===== config.mk =====
export PLATFORM = sky130hd
export DESIGN_NAME = tmr_quad
export DESIGN_NICKNAME = d
export VERILOG_FILES = /design/src/rtl/tmr_pkg.sv /design/src/rtl/tmr_sync.sv /design/src/rtl/tmr_tick.sv /design/src/rtl/tmr_core.sv /design/src/rtl/tmr_quad.sv
export SDC_FILE = /design/constraint.sdc
export NUM_CORES = 1
export LEC_CHECK = 0
export ABC_AREA = 1
export BUFFER_PORTS_ARGS = -buffer_cell sky130_fd_sc_hd__buf_2
export CELL_PAD_IN_SITES_DETAIL_PLACEMENT = 1
export CELL_PAD_IN_SITES_GLOBAL_PLACEMENT = 1
export CORE_ASPECT_RATIO = 0.6
export CORE_MARGIN = 2
export CORE_UTILIZATION = 35
export CTS_BUF_LIST = sky130_fd_sc_hd__clkbuf_4
export CTS_CLUSTER_SIZE = 14
export DETAILED_ROUTE_END_ITERATION = 10
export MAX_ROUTING_LAYER = met4
export PLACE_DENSITY_LB_ADDON = 0.1
export SLEW_MARGIN = 10
export SYNTH_ARGS = -nofsm -noshare
export SYNTH_HDL_FRONTEND = slang
export SYNTH_SLANG_ARGS = --single-unit

===== constraint.sdc =====
create_clock -name clk -period 2 [get_ports clk]
set_input_delay 0.2 -clock clk [delete_from_list [all_inputs] [get_ports clk]]
set_output_delay 0.2 -clock clk [all_outputs]
set_load 0.02 [all_outputs]

===== src/rtl/tmr_pkg.sv =====
package tmr_pkg;

  typedef enum logic [1:0] {
    MD_PRESCALE = 2'b00,
    MD_WIDE     = 2'b01,
    MD_RELOAD   = 2'b10,
    MD_SPLIT    = 2'b11
  } tmr_mode_e;

  typedef struct packed {
    logic      gate;
    logic      evt_sel;
    tmr_mode_e mode;
  } tmr_ctrl_t;

  localparam int CTRL_W = $bits(tmr_ctrl_t);

  localparam logic [1:0] A_LO   = 2'd0;
  localparam logic [1:0] A_HI   = 2'd1;
  localparam logic [1:0] A_CTRL = 2'd2;
  localparam logic [1:0] A_FLAG = 2'd3;

endpackage


===== src/rtl/tmr_sync.sv =====
module tmr_sync #(
  parameter int W      = 1,
  parameter int STAGES = 2
) (
  input  logic         clk,
  input  logic         rst_ni,
  input  logic [W-1:0] d,
  output logic [W-1:0] q
);

  logic [W-1:0] stage_q [STAGES];

  for (genvar g = 0; g < STAGES; g++) begin : g_stage
    logic [W-1:0] stage_d;
    if (g == 0) begin : g_first
      assign stage_d = d;
    end else begin : g_next
      assign stage_d = stage_q[g-1];
    end
    always_ff @(posedge clk or negedge rst_ni) begin
      if (!rst_ni) stage_q[g] <= '0;
      else         stage_q[g] <= stage_d;
    end
  end

  assign q = stage_q[STAGES-1];

endmodule


===== src/rtl/tmr_tick.sv =====
module tmr_tick (
  input  logic clk,
  input  logic rst_ni,
  input  logic clk_sel,
  input  logic periph_tick,
  input  logic ev_s,
  output logic tick,
  output logic ev_fall
);

  logic half_q, half_d;
  logic evp_q, evp_d;
  logic evp_en;

  always_comb begin
    half_d  = ~half_q;
    tick    = clk_sel ? periph_tick : half_q;
    evp_en  = tick;
    evp_d   = ev_s;
    ev_fall = tick & evp_q & ~ev_s;
  end

  always_ff @(posedge clk or negedge rst_ni) begin
    if (!rst_ni) half_q <= 1'b0;
    else         half_q <= half_d;
  end

  always_ff @(posedge clk or negedge rst_ni) begin
    if (!rst_ni)     evp_q <= 1'b0;
    else if (evp_en) evp_q <= evp_d;
  end

  // the half-rate clock never ticks on two consecutive cycles
  p_half_rate_r8: assert property (@(posedge clk) disable iff (!rst_ni)
    (!clk_sel && tick) |=> (clk_sel || !tick));

endmodule


===== src/rtl/tmr_core.sv =====
module tmr_core
  import tmr_pkg::*;
#(
  parameter int CW  = 8,
  parameter int PRE = 5
) (
  input  logic          clk,
  input  logic          rst_ni,
  input  tmr_mode_e     mode,
  input  logic          low_en,
  input  logic          low_evt,
  input  logic          tick,
  input  logic          hi_run,
  input  logic          wr_lo,
  input  logic          wr_hi,
  input  logic [CW-1:0] wr_data,
  output logic [CW-1:0] lo_q,
  output logic [CW-1:0] hi_q,
  output logic          ovf_lo,
  output logic          ovf_hi
);

  localparam int DW = 2 * CW;
  localparam logic [PRE-1:0] PRE_ONE = PRE'(1);
  localparam logic [CW-1:0]  CW_ONE  = CW'(1);
  localparam logic [DW-1:0]  DW_ONE  = DW'(1);

  logic [CW-1:0] lo_d, hi_d;
  logic          lo_en, hi_en;
  logic          cnt_wr, inc_lo, inc_hi;

  always_comb begin
    cnt_wr = wr_lo | wr_hi;
    inc_lo = low_en & low_evt & ~cnt_wr;
    inc_hi = (mode == MD_SPLIT) & hi_run & tick & ~cnt_wr;
    lo_d   = lo_q;
    hi_d   = hi_q;
    ovf_lo = 1'b0;
    ovf_hi = 1'b0;
    unique case (mode)
      MD_PRESCALE: if (inc_lo) begin
        lo_d[PRE-1:0] = lo_q[PRE-1:0] + PRE_ONE;
        if (&lo_q[PRE-1:0]) begin
          hi_d   = hi_q + CW_ONE;
          ovf_lo = &hi_q;
        end
      end
      MD_WIDE: if (inc_lo) begin
        {hi_d, lo_d} = {hi_q, lo_q} + DW_ONE;
        ovf_lo       = &{hi_q, lo_q};
      end
      MD_RELOAD: if (inc_lo) begin
        if (&lo_q) begin
          lo_d   = hi_q;
          ovf_lo = 1'b1;
        end else begin
          lo_d   = lo_q + CW_ONE;
        end
      end
      MD_SPLIT: begin
        if (inc_lo) begin
          lo_d   = lo_q + CW_ONE;
          ovf_lo = &lo_q;
        end
        if (inc_hi) begin
          hi_d   = hi_q + CW_ONE;
          ovf_hi = &hi_q;
        end
      end
      default: ;
    endcase
    if (wr_lo) lo_d = wr_data;
    if (wr_hi) hi_d = wr_data;
    lo_en = inc_lo | wr_lo;
    hi_en = inc_lo | inc_hi | wr_hi;
  end

  always_ff @(posedge clk or negedge rst_ni) begin
    if (!rst_ni)    lo_q <= '0;
    else if (lo_en) lo_q <= lo_d;
  end

  always_ff @(posedge clk or negedge rst_ni) begin
    if (!rst_ni)    hi_q <= '0;
    else if (hi_en) hi_q <= hi_d;
  end

  // counting never alters the bits above the prescaler
  p_prefix_r2: assert property (@(posedge clk) disable iff (!rst_ni)
    (mode == MD_PRESCALE && !wr_lo) |=> lo_q[CW-1:PRE] == $past(lo_q[CW-1:PRE]));

  // a wrap in reload mode takes the high register's value
  p_reload_r4: assert property (@(posedge clk) disable iff (!rst_ni)
    (mode == MD_RELOAD && low_en && low_evt && !wr_lo && !wr_hi && (&lo_q))
      |=> lo_q == $past(hi_q));

  // the reload source is left alone by counting
  p_hold_hi_r4: assert property (@(posedge clk) disable iff (!rst_ni)
    (mode == MD_RELOAD && !wr_hi) |=> hi_q == $past(hi_q));

  // the split high counter moves only on borrowed run and a tick
  p_split_hi_r5: assert property (@(posedge clk) disable iff (!rst_ni)
    (mode == MD_SPLIT && !wr_hi && !(hi_run && tick)) |=> $stable(hi_q));

  // a write wins over any count in the same cycle
  p_wr_wins_r10: assert property (@(posedge clk) disable iff (!rst_ni)
    wr_lo |=> lo_q == $past(wr_data));

endmodule


===== src/rtl/tmr_quad.sv =====
module tmr_quad
  import tmr_pkg::*;
#(
  parameter int CW          = 8,
  parameter int PRE         = 5,
  parameter int SYNC_STAGES = 2
) (
  input  logic          clk,
  input  logic          rst_n,
  input  logic          clk_sel,
  input  logic          periph_tick,
  input  logic          ev_pin,
  input  logic          gate_pin,
  input  logic          hi_run_in,
  input  logic          wr_en,
  input  logic [1:0]    wr_sel,
  input  logic [CW-1:0] wr_data,
  input  logic [1:0]    rd_sel,
  output logic [CW-1:0] rd_data,
  input  logic          irq_ack,
  output logic          irq,
  output logic          hi_ovf_set
);

  localparam int PAD_CTRL = CW - CTRL_W;
  localparam int PAD_FLAG = CW - 2;

  logic          rst_ni;
  logic [1:0]    pins_s;
  logic          ev_s, gate_s;
  logic          tick, ev_fall;
  tmr_ctrl_t     ctrl_q, ctrl_d;
  logic          run_q, run_d, flag_q, flag_d;
  logic          ctrl_en, flag_en;
  logic          wr_lo, wr_hi, wr_ctrl, wr_flag;
  logic          low_en, low_evt;
  logic [CW-1:0] lo_q, hi_q;
  logic          ovf_lo, ovf_hi;

  tmr_sync #(.W(1), .STAGES(SYNC_STAGES)) u_rst_sync (
    .clk(clk), .rst_ni(rst_n), .d(1'b1), .q(rst_ni)
  );

  tmr_sync #(.W(2), .STAGES(SYNC_STAGES)) u_pin_sync (
    .clk(clk), .rst_ni(rst_ni), .d({gate_pin, ev_pin}), .q(pins_s)
  );
  assign {gate_s, ev_s} = pins_s;

  tmr_tick u_tick (
    .clk(clk), .rst_ni(rst_ni), .clk_sel(clk_sel), .periph_tick(periph_tick),
    .ev_s(ev_s), .tick(tick), .ev_fall(ev_fall)
  );

  always_comb begin
    wr_lo   = wr_en && (wr_sel == A_LO);
    wr_hi   = wr_en && (wr_sel == A_HI);
    wr_ctrl = wr_en && (wr_sel == A_CTRL);
    wr_flag = wr_en && (wr_sel == A_FLAG);
    low_en  = run_q & (~ctrl_q.gate | gate_s);
    low_evt = ctrl_q.evt_sel ? ev_fall : tick;
  end

  tmr_core #(.CW(CW), .PRE(PRE)) u_core (
    .clk(clk), .rst_ni(rst_ni), .mode(ctrl_q.mode), .low_en(low_en),
    .low_evt(low_evt), .tick(tick), .hi_run(hi_run_in), .wr_lo(wr_lo),
    .wr_hi(wr_hi), .wr_data(wr_data), .lo_q(lo_q), .hi_q(hi_q),
    .ovf_lo(ovf_lo), .ovf_hi(ovf_hi)
  );

  always_comb begin
    ctrl_en = wr_ctrl;
    ctrl_d  = tmr_ctrl_t'(wr_data[CTRL_W-1:0]);
    run_d   = wr_flag ? wr_data[0] : run_q;
    if (wr_flag)      flag_d = wr_data[1];
    else if (ovf_lo)  flag_d = 1'b1;
    else if (irq_ack) flag_d = 1'b0;
    else              flag_d = flag_q;
    flag_en = wr_flag | ovf_lo | irq_ack;
  end

  always_ff @(posedge clk or negedge rst_ni) begin
    if (!rst_ni)      ctrl_q <= '0;
    else if (ctrl_en) ctrl_q <= ctrl_d;
  end

  always_ff @(posedge clk or negedge rst_ni) begin
    if (!rst_ni) begin
      run_q  <= 1'b0;
      flag_q <= 1'b0;
    end else if (flag_en) begin
      run_q  <= run_d;
      flag_q <= flag_d;
    end
  end

  always_comb begin
    unique case (rd_sel)
      A_LO:    rd_data = lo_q;
      A_HI:    rd_data = hi_q;
      A_CTRL:  rd_data = {{PAD_CTRL{1'b0}}, ctrl_q};
      default: rd_data = {{PAD_FLAG{1'b0}}, flag_q, run_q};
    endcase
    irq        = flag_q;
    hi_ovf_set = ovf_hi;
  end

  // a rollover without a competing flag write raises the flag
  p_flag_set_r6: assert property (@(posedge clk) disable iff (!rst_ni)
    (ovf_lo && !wr_flag) |=> irq);

  // acknowledge clears the flag when nothing else claims it
  p_ack_r6: assert property (@(posedge clk) disable iff (!rst_ni)
    (irq && irq_ack && !ovf_lo && !wr_flag) |=> !irq);

  // a stopped timer holds its low count
  p_stop_r7: assert property (@(posedge clk) disable iff (!rst_ni)
    (!run_q && !wr_lo) |=> $stable(lo_q));

  // a closed gate holds the low count
  p_gate_r7: assert property (@(posedge clk) disable iff (!rst_ni)
    (ctrl_q.gate && !gate_s && !wr_lo) |=> $stable(lo_q));

endmodule


Yosys cells after proc, flatten, opt, wreduce, memory -nomap -nowiden

Cells that the tools add are included.

Bits in registers: 30
Input bits: 21
Word-level logic and storage cells: 101

Add/subtract/negate cells: 4
Eq/ne operators: 16
Mux-type cells: 29
Bitwise operators: 19
Reductions and logical operators: 19

Operators with widths:

| operator                                              | count |
|---|---|
| two-way mux 8 bit                                     | 10 |
| case mux 8 bit (3 select lines)                       | 2 |
| inequality test 3 x 1 -> 1 bit, second input constant | 8 |
| case mux 5 bit (4 select lines)                       | 1 |
| adder 16 x 1 -> 16 bit, second input constant         | 1 |
| adder 8 x 1 -> 8 bit, second input constant           | 2 |
| AND reduction 16 bit                                  | 1 |
| AND reduction 8 bit                                   | 2 |
| AND reduction 5 bit                                   | 3 |
| two-way mux 1 bit                                     | 13 |
| equality test 2 bit, second input constant            | 5 |
| case mux 3 bit (3 select lines)                       | 1 |
| AND 1 bit                                             | 8 |
| nonzero test 4 bit                                    | 2 |
| OR 1 bit                                              | 7 |
| equality test 2 x 1 -> 1 bit, second input constant   | 3 |
| logical NOT 2 bit                                     | 3 |
| AND reduction 6 bit                                   | 1 |
| adder 5 x 1 -> 5 bit, second input constant           | 1 |
| two-way mux 5 bit                                     | 1 |
| logical AND 1 bit                                     | 4 |
| NOT 1 bit                                             | 4 |
| case mux 1 bit (4 select lines)                       | 1 |
| AND reduction 2 bit                                   | 2 |
| nonzero test 3 bit                                    | 1 |

Depth between registers and ports, before layout

Depth after elaboration: 11
Depth in mapped cells: 12

Modules after synthesis

From an unflattened synthesis, not the netlist that was laid out.

Cell total of the unflattened synthesis: 347
Area total of the unflattened synthesis: 2282.2 µm²

Modules (own cells, without submodules):

| module                 | times used | cells an instance | area an instance (µm²) | sequential area each (µm²) |
|---|---|---|---|---|
| tmr_core               | 1          | 250               | 1545.2                 | 400.4 |
| tmr_quad               | 1          | 74                | 473.0                  | 150.1 |
| tmr_tick               | 1          | 17                | 113.9                  | 50.0 |
| tmr_sync at u_pin_sync | 1          | 4                 | 100.1                  | 100.1 |
| tmr_sync at u_rst_sync | 1          | 2                 | 50.0                   | 50.0 |

Worst setup path before layout

Ideal clock, no wire load.

Path type: reg2reg
From: register ctrl_q[1] (netlist bit)
To: register u_core.hi_q[7]
Arrival time: 1406 ps
Setup slack: 477 ps
Stages on the path, launching flop included: 12
Period minus slack after synthesis: 1523 ps
Cells stage by stage: dfrtp_1 > inv_1 > ha_1 > nor2_1 > nor2_2 > inv_2 > nor2_1 > nand3_1 > nand3_1 > nand2_1 > nand2_1 > nand2_1

Cells in the longest elaborated chain, start to end: 7
Elaborated cells between the ends (all ways): 16

RTL lines:

| element                       | line                           | RTL |
|---|---|---|
| start, declared               | tmr_quad.sv:32                 | `tmr_ctrl_t ctrl_q, ctrl_d;` |
| start signal, assigned        | tmr_quad.sv:83                 | `else if (ctrl_en) ctrl_q <= ctrl_d;` |
| equality test 2 bit           | tmr_core.sv:35, tmr_core.sv:40 |  |
| AND 1 bit (3 in series)       | tmr_core.sv:35                 | `inc_hi = (mode == MD_SPLIT) & hi_run & tick & ~cnt_wr;` |
| OR 1 bit (2 in series)        | tmr_core.sv:75                 | `hi_en = inc_lo \| inc_hi \| wr_hi;` |
| AND reduction 6 bit (no line) | --                             |  |
| end signal, assigned          | tmr_core.sv:85                 | `else if (hi_en) hi_q <= hi_d;` |
| end, declared                 | tmr_core.sv:18                 | `output logic [CW-1:0] hi_q,` |

Several ways; a longest one is shown, not always the timed one.
A chain may end at the register's enable or synchronous reset.

Worst setup path in the final report

From: register u_core.hi_q[1]
To: output port hi_ovf_set

Cells in the longest elaborated chain, start to end: 3

RTL lines:

| element             | line           | RTL |
|---|---|---|
| AND reduction 8 bit | tmr_core.sv:67 | `ovf_hi = &hi_q;` |
| two-way mux 1 bit   | tmr_core.sv:65 | `if (inc_hi) begin` |
| two-way mux 1 bit   | tmr_core.sv:40 | `unique case (mode)` |
| end, declared       | tmr_quad.sv:22 | `output logic hi_ovf_set` |

Every way passes these cells.

==> results.py <==
metrics = {
    "place": {
        "dpl_worst_slack_ps": 132,
        "gp_congestion": 0.904,
        "dp_hpwl_um": 6070,
        "port_buffers": 30,
    },
    "floorplan": {
        "rows": 22,
        "io_pins": 31,
        "dieArea_um2": 6900,
        "die_w_um": 106,
        "core_um2": 6060,
        "initial_utilization_pct": 36.0,
        "die_y_um": 65.2,
    },
    "setup_path": {
        "reg2reg_from": "ctrl_q[1]",
        "crit_required_ps": 1800,
        "worst-setup-path-type": "reg -> out",
        "r2r_setup_slack_ps": 220,
        "critPathMaxFanout": 3,
        "arrival_ps": 1680,
        "rr_worst_depth": 11,
        "end_kind": "primary output",
        "crit_path_start_kind": "flip-flop",
        "r2r_end": "u_core.hi_q[7]",
    },
    "sta": {
        "rsz0062_at_grt": "no",
        "hold_slack_ps": 102,
        "period_minus_slack_ps": 1880,
        "fin_skew_ps": 16.0,
        "maxSlewViolCount": 0,
        "clock.fmax_ghz": 0.532,
        "worst_slack_ps": 119,
        "final.period_utilization_pct": 94.1,
        "fin_setup_tns_ps": 0,
        "finalHoldViolCount": 0,
        "setup_viol": 0,
    },
    "power_and_ir_drop": {
        "p_comb_share_pct": 42.0,
        "p_seq_share_pct": 38.0,
        "internal_power_w": 0.00147,
        "ir_drop_v": 0.000427,
        "fin_total_pwr_w": 0.00266,
        "p_per_area_nw_per_um2": 1030,
        "p_clk_share_pct": 19.9,
        "swShare_pct": 45.0,
        "switchingPower_w": 0.00120,
        "p_leak_nw": 1.34,
    },
    "drt": {
        "drt_iter0_drc": 89,
        "vias_per_cell": 4.93,
        "ant_nets": 0,
        "remaining_drc_errors": 0,
        "first_pass_iters": 4,
        "wire_per_inst_um": 16.4,
        "drt_wl_total_um": 7400,
        "vias": 2230,
    },
    "synthesis": {
        "synth_area_leaders": "dfrtp_1, nand2_1, nand3_1",
        "syn_avg_cell_area_um2": 6.76,
        "ys_ff_latch": 30,
        "synthSimpleGateAreaFrac_pct": 39.0,
        "synthAdderAreaFrac_pct": 4.01,
        "ys_warn_count": 0,
        "synthMuxAreaShare_pct": 0,
        "synth.distinct_cells": 32,
        "syn_nets": 351,
        "yosys.area.top_type_share_pct": 34.4,
        "ys_seq_area_share_pct": 34.4,
        "synth_top_family_by_area": "simple AND/OR/NAND/NOR gates",
        "yosys.area.top_type": "dfrtp_1",
        "synth_compound_area_share_pct": 11.1,
        "syn_area_um2": 2180,
        "synth_cells": 323,
        "synth_xor_area_share_pct": 2.01,
    },
    "clock_network": {
        "ctsLongestPathBuffers": 2,
        "cts_setup_buffers": 0,
        "htreeDepth": 2,
        "cts_root_buffer": "clkbuf_4",
        "clk-insertion-delay-late_ps": 370,
        "clock_sinks": 30,
        "cts_tree": "built",
        "cts_buffers": 5,
        "path_clk_slew_ps": 120,
    },
    "min_path": {
        "hold_path_depth": 3,
        "holdPathEnd": "u_core.lo_q[4]",
        "hold_path.class": "in -> reg",
        "hold_start": "wr_data[4]",
    },
    "cells_and_area": {
        "utilization_pct": 42.8,
        "syn_to_final_growth_pct": 18.8,
        "fillers": 826,
        "layout_commonest_cell": "nand2_1",
        "fin_nets": 395,
        "layout_common_cells": "nand2_1, inv_1, nand3_1",
        "diodes": 0,
        "drive_above_1_share_pct": 21.5,
    },
    "grt": {
        "track_usage_pct": 24.1,
        "grt_pass1_vias": 2270,
        "antenna_found_initial": 0,
        "grt-ovfl-total": 0,
        "grt_pass1_wl_um": 12000,
        "grt_max_degree": 29,
    },
    "run_status": {
        "status": "completed",
    },
    "job": {
        "cap_violations": 0,
    },
}
==> kinds of logic (layout without fill, tap and decap cells) <==
family	after synthesis	in the layout
buffers and inverters	51	96
xor gates and xnor gates	5	5
adders and majority gates	7	7
other	1	1
AOI/OAI and AO/OA	42	42
DFF	30	30
and+or+nand+nor	187	187
==> critical path: stages, from the launching register on <==
cell	delay, ps
dfrtp_1	380
ha_1	200
nand2_1	140
nor3_2	280
and2_1	170
buf_2	160
==> state kept, by name (all words and copies together), names as in the netlist <==
| name | count |
|---|---|
| u_core.hi_q | 8 |
| u_core.lo_q | 8 |
| ctrl_q | 4 |
| u_pin_sync.g_stage.stage_d | 2 |
| u_pin_sync.q | 2 |
| irq | 1 |
| run_q | 1 |
| u_rst_sync.g_stage.stage_d | 1 |
| u_rst_sync.q | 1 |
| u_tick.evp_q | 1 |
| u_tick.half_q | 1 |
==> cells in the mapped netlist (all sizes together) <==
| cell type | instances |
|---|---|
| o221ai | 2 |
| inv | 48 |
| buf | 2 |
| o21ai | 21 |
| xor2 | 4 |
| nor3 | 3 |
| o21bai | 1 |
| clkbuf | 1 |
| a21oi | 9 |
| nand4 | 2 |
| o22ai | 4 |
| and2 | 1 |
| conb | 1 |
| nand3 | 40 |
| nand2 | 114 |
| or2 | 1 |
| nor2 | 26 |
| o211ai | 4 |
| ha | 7 |
| dfrtp | 30 |
| xnor2 | 1 |
| o2111ai | 1 |
==> routing by layer <==
metal,global-route usage [%],part of all wire (%),vias up
li1,-,-,1120
met1,34.0,53,1062
met2,36.9,42,41
met3,3.97,4.2,7
met4,5.43,1.0,0
met5,-,0,-
==> layout make-up <==
class                           count  area, um^2  share of cell area [%]
Multi-Input combinational cell    242        1240                    47.7
Sequential cell                    30         754                    29.1
Timing Repair Buffer               40         233                    8.98
Inverter                           48         180                    6.95
Tap cell                           84         105                    4.06
Clock inverter                      3        45.0                    1.74
Clock buffer                        5        37.5                    1.45
==> stage by stage <==
| stage | std cells | instance area, um^2 |
|---|---|---|
| after floorplan | 323 | 2180 |
| final | 452 | 2590 |
| after global placement | 441 | 2470 |
| after CTS | 452 | 2580 |
| after global routing | 452 | 2590 |
| after detailed placement | 441 | 2470 |
==> power by group through the flow <==
stage	logic [W]	clock network, W	registers [W]
floorplan	0.000740	0	0.000960
global placement	0.00109	0	0.00102
detailed placement	0.00111	0	0.00102
CTS	0.00112	0.000538	0.00101
global route	0.00127	0.000572	0.00105
finish	0.00112	0.000531	0.00101
==> worst max-delay path by stage <==
stage                    from              to  slack (ps)  depth (start not counted)
6_report       u_core.hi_q[1]      hi_ovf_set         120                          5
5_1_grt             ctrl_q[0]      hi_ovf_set           4                          7
4_1_cts             ctrl_q[0]      hi_ovf_set          40                          7
3_5_place_dp        ctrl_q[1]  u_core.hi_q[7]         130                         11
3_3_place_gp        ctrl_q[1]  u_core.hi_q[7]         190                         11
2_1_floorplan       ctrl_q[1]  u_core.hi_q[7]         480                         11
==> timing repair <==
action                     in CTS  in global routing
gates resized for setup         1                  4
hold buffers                    3                  0
pin swaps                       0                  0
setup endpoints to repair       1                  9
hold endpoints to repair        4                  0
Note: power is estimated with default switching activity, not from simulation.
